==> config.mk <==
export PLATFORM = sky130hd
export DESIGN_NAME = isa_bus_target
export DESIGN_NICKNAME = d
export VERILOG_FILES = /design/src/rtl/isa_tgt_pkg.sv /design/src/rtl/isa_tgt_sync.sv /design/src/rtl/isa_tgt_ram.sv /design/src/rtl/isa_bus_target.sv
export SDC_FILE = /design/constraint.sdc
export NUM_CORES = 1
export LEC_CHECK = 0
export ABC_AREA = 0
export ABC_CLOCK_PERIOD_IN_PS = 2700
export BUFFER_PORTS_ARGS = -buffer_cell sky130_fd_sc_hd__buf_2
export CORE_UTILIZATION = 35
export CTS_CLUSTER_DIAMETER = 50
export CTS_CLUSTER_SIZE = 20
export DETAILED_ROUTE_END_ITERATION = 6
export PLACE_DENSITY = 0.52
export SYNTH_ARGS = -nofsm -noshare
export SYNTH_HDL_FRONTEND = slang
export SYNTH_HIERARCHICAL = 1
export SYNTH_SLANG_ARGS = --single-unit
==> constraint.sdc <==
create_clock -name clk -period 2.7 [get_ports clk]
set_input_delay 0.27 -clock clk [delete_from_list [all_inputs] [get_ports clk]]
set_output_delay 0.27 -clock clk [all_outputs]
set_load 0.05 [all_outputs]
==> src/rtl/isa_tgt_pkg.sv <==
package isa_tgt_pkg;

  // number of decoded port registers
  localparam int unsigned PORT_REGS = 4;

  typedef enum logic [1:0] {
    RIX_DATA = 2'd0,
    RIX_AUX  = 2'd1,
    RIX_CMD  = 2'd2,
    RIX_STAT = 2'd3
  } reg_idx_e;

  // command and status bit positions
  localparam int unsigned CMD_START_BIT = 0;
  localparam int unsigned CMD_CLEAR_BIT = 1;
  localparam int unsigned STAT_REQ_BIT  = 0;
  localparam int unsigned STAT_DONE_BIT = 1;

  // positions inside the synchronised control vector
  localparam int unsigned SY_TC    = 0;
  localparam int unsigned SY_DACKN = 1;
  localparam int unsigned SY_MEMWN = 2;
  localparam int unsigned SY_MEMRN = 3;
  localparam int unsigned SY_IOWN  = 4;
  localparam int unsigned SY_IORN  = 5;
  localparam int unsigned SY_AEN   = 6;
  localparam int unsigned SY_ALE   = 7;
  localparam int unsigned SYNC_N   = 8;

  // idle level of each control line: strobes and acknowledge high
  localparam logic [SYNC_N-1:0] SYNC_IDLE = 8'b0011_1110;

endpackage

==> src/rtl/isa_tgt_sync.sv <==
module isa_tgt_sync #(
  parameter int unsigned N = 8,
  parameter logic [N-1:0] IDLE = '0
) (
  input  logic         clk,
  input  logic         rst,
  input  logic [N-1:0] d,
  output logic [N-1:0] q
);

  logic [N-1:0] meta;

  always_ff @(posedge clk) begin
    if (rst) begin
      meta <= IDLE;
      q    <= IDLE;
    end else begin
      meta <= d;
      q    <= meta;
    end
  end

endmodule

==> src/rtl/isa_tgt_ram.sv <==
module isa_tgt_ram #(
  parameter int unsigned DEPTH = 16,
  parameter int unsigned DW    = 8,
  parameter int unsigned IW    = 4
) (
  input  logic          clk,
  input  logic          we,
  input  logic [IW-1:0] waddr,
  input  logic [DW-1:0] wdata,
  input  logic [IW-1:0] raddr,
  output logic [DW-1:0] rdata
);

  logic [DW-1:0] mem [DEPTH];

  always_ff @(posedge clk) begin
    if (we) mem[waddr] <= wdata;
    rdata <= mem[raddr];
  end

endmodule

==> src/rtl/isa_bus_target.sv <==
module isa_bus_target
  import isa_tgt_pkg::*;
#(
  parameter int unsigned       ADDR_W    = 20,
  parameter int unsigned       DATA_W    = 8,
  parameter logic [ADDR_W-1:0] PORT_BASE = 'h00300,
  parameter bit                MEM_EN    = 1'b1,
  parameter logic [ADDR_W-1:0] MEM_BASE  = 'hD0000,
  parameter int unsigned       MEM_DEPTH = 16
) (
  input  logic              clk,
  input  logic              rst,
  input  logic [ADDR_W-1:0] bus_addr,
  input  logic              bus_ale,
  input  logic              bus_aen,
  input  logic              io_rd_n,
  input  logic              io_wr_n,
  input  logic              mem_rd_n,
  input  logic              mem_wr_n,
  input  logic [DATA_W-1:0] dat_in,
  output logic [DATA_W-1:0] dat_out,
  output logic              dat_oe,
  output logic              dma_req,
  input  logic              dma_ack_n,
  input  logic              dma_tc
);

  localparam int unsigned MIW = (MEM_DEPTH > 1) ? $clog2(MEM_DEPTH) : 1;

  // synchronised control lines
  logic [SYNC_N-1:0] raw_ctl, cur;
  assign raw_ctl = {bus_ale, bus_aen, io_rd_n, io_wr_n, mem_rd_n, mem_wr_n, dma_ack_n, dma_tc};

  isa_tgt_sync #(.N(SYNC_N), .IDLE(SYNC_IDLE)) u_sync (
    .clk (clk),
    .rst (rst),
    .d   (raw_ctl),
    .q   (cur)
  );

  // one more stage on the three strobes that commit or complete
  logic [2:0] strb_prev;  // {io_rd_n, io_wr_n, mem_wr_n}
  always_ff @(posedge clk) begin
    if (rst) strb_prev <= 3'b111;
    else     strb_prev <= {cur[SY_IORN], cur[SY_IOWN], cur[SY_MEMWN]};
  end

  logic ale_s, aen_s, dack_s, tc_s, ior_lo, memr_lo, wr_lo;
  logic ior_rise, iow_rise, memw_rise;
  assign ale_s     = cur[SY_ALE];
  assign aen_s     = cur[SY_AEN];
  assign dack_s    = ~cur[SY_DACKN];
  assign tc_s      = cur[SY_TC];
  assign ior_lo    = ~cur[SY_IORN];
  assign memr_lo   = ~cur[SY_MEMRN];
  assign wr_lo     = ~cur[SY_IOWN] | ~cur[SY_MEMWN];
  assign ior_rise  = cur[SY_IORN]  & ~strb_prev[2];
  assign iow_rise  = cur[SY_IOWN]  & ~strb_prev[1];
  assign memw_rise = cur[SY_MEMWN] & ~strb_prev[0];

  // address holding register
  logic [ADDR_W-1:0] addr_q;
  always_ff @(posedge clk) begin
    if (rst)        addr_q <= '0;
    else if (ale_s) addr_q <= bus_addr;
  end

  // decode
  logic [ADDR_W-1:0] port_off, mem_off;
  logic              port_hit, mem_hit;
  reg_idx_e          idx;
  assign port_off = addr_q - PORT_BASE;
  assign mem_off  = addr_q - MEM_BASE;
  assign port_hit = ~aen_s && (port_off < ADDR_W'(PORT_REGS));
  assign mem_hit  = MEM_EN && (mem_off < ADDR_W'(MEM_DEPTH));
  assign idx      = reg_idx_e'(port_off[1:0]);

  // memory window
  logic [DATA_W-1:0] ram_q;
  generate
    if (MEM_EN) begin : g_mem
      isa_tgt_ram #(.DEPTH(MEM_DEPTH), .DW(DATA_W), .IW(MIW)) u_ram (
        .clk   (clk),
        .we    (memw_rise & mem_hit),
        .waddr (mem_off[MIW-1:0]),
        .wdata (dat_in),
        .raddr (mem_off[MIW-1:0]),
        .rdata (ram_q)
      );
    end else begin : g_nomem
      assign ram_q = '0;
    end
  endgenerate

  // register bank and DMA state
  logic [DATA_W-1:0] data_q, aux_q;
  logic              req_q, done_q;

  always_ff @(posedge clk) begin
    if (rst) begin
      data_q <= '0;
      aux_q  <= '0;
      req_q  <= 1'b0;
      done_q <= 1'b0;
    end else begin
      if (iow_rise && port_hit) begin
        unique case (idx)
          RIX_DATA: data_q <= dat_in;
          RIX_AUX:  aux_q  <= dat_in;
          RIX_CMD: begin
            if (dat_in[CMD_START_BIT]) begin
              req_q  <= 1'b1;
              done_q <= 1'b0;
            end
            if (dat_in[CMD_CLEAR_BIT]) done_q <= 1'b0;
          end
          default: ;
        endcase
      end
      if (ior_rise && dack_s) data_q <= data_q + DATA_W'(1);
      if (tc_s && dack_s) begin
        req_q  <= 1'b0;
        done_q <= 1'b1;
      end
    end
  end

  // read path
  logic              rd_sel;
  logic [DATA_W-1:0] rd_val;
  always_comb begin
    rd_sel = 1'b0;
    rd_val = '0;
    if (!wr_lo) begin
      if (ior_lo && dack_s) begin
        rd_sel = 1'b1;
        rd_val = data_q;
      end else if (ior_lo && port_hit) begin
        rd_sel = 1'b1;
        unique case (idx)
          RIX_DATA: rd_val = data_q;
          RIX_AUX:  rd_val = aux_q;
          RIX_CMD:  rd_val = '0;
          default: begin
            rd_val[STAT_REQ_BIT]  = req_q;
            rd_val[STAT_DONE_BIT] = done_q;
          end
        endcase
      end else if (memr_lo && mem_hit) begin
        rd_sel = 1'b1;
        rd_val = ram_q;
      end
    end
  end

  logic              oe_q;
  logic [DATA_W-1:0] out_q;
  always_ff @(posedge clk) begin
    if (rst) begin
      oe_q  <= 1'b0;
      out_q <= '0;
    end else begin
      oe_q  <= rd_sel;
      out_q <= rd_sel ? rd_val : '0;
    end
  end

  assign dat_oe  = oe_q;
  assign dat_out = out_q;
  assign dma_req = req_q;


  addr_hold_chk: assert property (@(posedge clk) disable iff (rst)
    !ale_s |=> $stable(addr_q));


  aen_block_chk: assert property (@(posedge clk) disable iff (rst)
    (aen_s && !dack_s && !(memr_lo && mem_hit)) |=> !dat_oe);


  no_oe_in_write_chk: assert property (@(posedge clk) disable iff (rst)
    wr_lo |=> !dat_oe);


  dack_read_chk: assert property (@(posedge clk) disable iff (rst)
    (dack_s && ior_lo && !wr_lo) |=> (dat_oe && dat_out == $past(data_q)));


  tc_end_chk: assert property (@(posedge clk) disable iff (rst)
    (tc_s && dack_s) |=> (!dma_req && done_q));

endmodule

==> results.md <==
- Worst min path class: input port to register
- H-Tree Depth: 1
- Leak: 3.27 nW
- Detail Route Antenna Nets: 0
- Fmax: 0.396 GHz
- Sequential Power Share: about half
- Starting DRC count in detailed routing: 285
- Crit-path slowest cell: or4bb_4
- RSZ-0062 raised after global routing: false
- Count of final max-slew check failures: 0
- Top-area cell type share of the netlist area: 48.5%
- IO Pins: between 40 and 50
- Least-Margin Pin Slew: 0.682 ns
- Cell accounting for the most synthesized area: edfxtp_1
- Setup_tns: 0 ns
- Cell breakdown of the critical path: or4bb_4 -> nor4_2 -> buf_4 -> and3b_1 -> or3b_4 -> nor2_1 -> buf_4
- Post-layout min period: about 2.5 ns
- Site row count: 54
- Hold slack: 0.0165 ns
- Core Region: roughly 0.022 mm²
- Syn nets: 548
- Root buf cell: clkbuf_16
- Initial antenna violation count: 0
- Post-Route Utilization: 43.1%
- Longest Clk Path Bufs: 3
- EDFF count, synth: 128
- Ant diodes: 0
- Switching Share: 22.5%
- MaxCap Viol Count: 0
- Starting density of the core: between 30 and 40%
- DRC: 0
- Kind of critical path: register to register
- Wire per inst: 19.3 µm
- Comb pwr share: 4.0%
- Share of cells above drive strength 1: 27.1%
- Number of global-route vias before repair: 4,784
- Nets@finish: around 640
- CTS buffer count: 22
- Mapped Area: 0.00793 mm²
- Via Count: 4,570
- Post-CTS Setup Repair Bufs: 0
- CP max FO: 7
- Routed vias/inst: 5.08
- Non-Filler Instances: 899
- Clock power frac: between 40% and 50%
- Synthesized flop and latch total: around 200
- Ys async rst share: 0%
- Worst Setup End Kind: register
- DIE AREA: 0.0233 mm²
- Status: complete, no violations
- Die width: between 150 and 200 µm
- CTS tree: yes
- Hold Violations, Final: 0
- Final Skew: 0.0146 ns
- Largest net degree at the start of global routing: 53
- Count leader, synth: edfxtp_1
- Final cycle utilization of the critical path: about 93%
- Mapped Cells: ~510
- Avg Cell Area, Syn: 15.6 µm²
- First-pass GRT wire length: 27,300 µm
- Post-DP HPWL: 11,500 µm
- Critical path's largest stage delay: ~0.56 ns
- PwrDens: 686 mW/mm²
- P&R area growth vs syn: 19.8%
- Clk Latency, worst-skew pair: 0.50 ns
- Clock transition at path regs: 0.06 ns
- Ys flop type: edfxtp_1
- Synth cell types: 61
- Crit path launch type: register
- RD Place Congestion: 0.785
- Number of buffers added on ports: 47
- Number of warnings issued by yosys: 6
- 1st-pass router iterations: 6
- Internal power: 0.00505 W
- Worst slew margin: 54.5%
- GRT Util Overall: 15.3%
- Peak VDD IR: 0.000427 V
- CP most frequent cell: buf_4
- Die Y: around 150 µm
- Gr ovfl total: 0
- Final WL: 17,300 µm
- Sequential-to-total area share from yosys stat: 67.2%
- Crit path DAT: 2.73 ns
- Most instantiated cells after synthesis: edfxtp_1 (128), dfxtp_1 (74), nor2_1 (51)
- Synth area leaders: edfxtp_1 (48%), dfxtp_1 (19%), mux4_2 (5.1%), mux4_1 (4.6%), mux2i_1 (3.7%)
- CTS Sinks: 202
- Required time worst endpoint: 2.91 ns
- # placed instances: 850
- Sw power: 0.00147 W
- Final Setup Violations: 0
==> registers in the layout, summed over array words and instances (netlist names) <==
name,cells
addr_q,20
aux_q,8
dat_oe,1
dat_out,8
data_q,8
dma_req,1
done_q,1
g_mem.u_ram/mem,128
g_mem.u_ram/rdata,8
strb_prev,3
u_sync/meta,8
u_sync/q,8
==> kinds of logic (layout without fill, tap and decap cells) <==
kind of cell	count (synthesis)	after routing	synth area share, %
flops	202	202	67.2
simple gates	150	150	10.5
mux	69	69	14.6
compound gates	57	57	5.11
buf+inv	25	135	1.89
xor+xnor	5	5	0.553
fa+ha+maj	1	1	0.158
==> worst max-delay path: cells and delay by family, from the launching register on <==
kind	cells	cell delay (ns)
AND/OR/NAND/NOR	5	1.54
buffers and inverters	2	0.34
flip-flops	1	0.36
==> per-stage QoR <==
stage	instance area [µm²]	setup WS, ns	power (W)
finish	9500	0.176	0.00651
global placement	8660	0.00914	0.00364
CTS	9470	0.0213	0.00660
floorplan	7930	0.00435	0.00353
global route	9500	0.0817	0.00676
detailed placement	8660	0.0224	0.00365
==> layout by cell type (no fill, tap or decap), types with 3 or more instances in the layout <==
master,count
edfxtp_1,128
dfxtp_1,72
nor2_1,50
buf_2,47
buf_4,35
mux2i_1,29
nand2_1,24
clkbuf_16,23
mux4_2,18
a22oi_1,17
a21oi_1,16
mux4_1,14
or2_1,11
dlygate4sd3_1,9
mux2_2,8
nor3_1,7
and4_1,7
a221o_1,6
and2b_2,6
inv_8,5
nand3_1,4
nand2b_1,4
inv_6,4
or2_2,3
o21ai_0,3
inv_1,3
nand3b_1,3
nor2b_1,3
xnor2_1,3
==> power groups by stage <==
stage	Combinational, W	Sequential [W]	Clock (W)
after floorplan	0.000137	0.00339	0
after global placement	0.000249	0.00339	0
after detailed placement	0.000254	0.00339	0
after CTS	0.000264	0.00332	0.00301
after global routing	0.000286	0.00333	0.00315
final	0.000262	0.00332	0.00293
==> worst paths after layout <==
| check | from | slack, ns | depth (start not counted) | endpoint |
|---|---|---|---|---|
| max | addr_q[16]$_SDFFE_PP0P_ | 0.18 | 7 | g_mem.u_ram/mem[3][3]$_DFFE_PP_ |
| min | bus_addr[2] | 0.02 | 3 | addr_q[2]$_SDFFE_PP0P_ |
| max reg2reg | addr_q[16]$_SDFFE_PP0P_ | 0.18 | 7 | g_mem.u_ram/mem[3][3]$_DFFE_PP_ |
| min reg2reg | u_sync/meta[1]$_SDFF_PP1_ | 0.42 | 1 | u_sync/q[1]$_SDFF_PP1_ |
==> repair_timing <==
item / CTS / global route
endpoints found under the hold margin: 8 / 1
resized for setup: 0 / 4
hold buffers: 8 / 1
setup endpoints to repair: 0 / 32
==> area by class of cell <==
| class | count | area, µm² |
|---|---|---|
| fill | 1977 | 12500 |
| sequential | 202 | 5330 |
| multi-input combinational | 282 | 2470 |
| timing repair buffer | 92 | 608 |
| clock buffer | 25 | 583 |
| tap | 280 | 350 |
| clock inverter | 15 | 145 |
| inverter | 3 | 11.3 |
==> layer usage <==
metal / wire length (µm) / track usage (%) / vias up / share of wire, %
li1: - / - / 2166 / -
met1: 8170 / 21.3 / 2305 / 47
met2: 8390 / 25.3 / 74 / 48
met3: 501 / 2.08 / 25 / 2.9
met4: 286 / 4.43 / 0 / 1.6
met5: 0 / 0 / - / 0
Power figures use the tool's default switching activity.
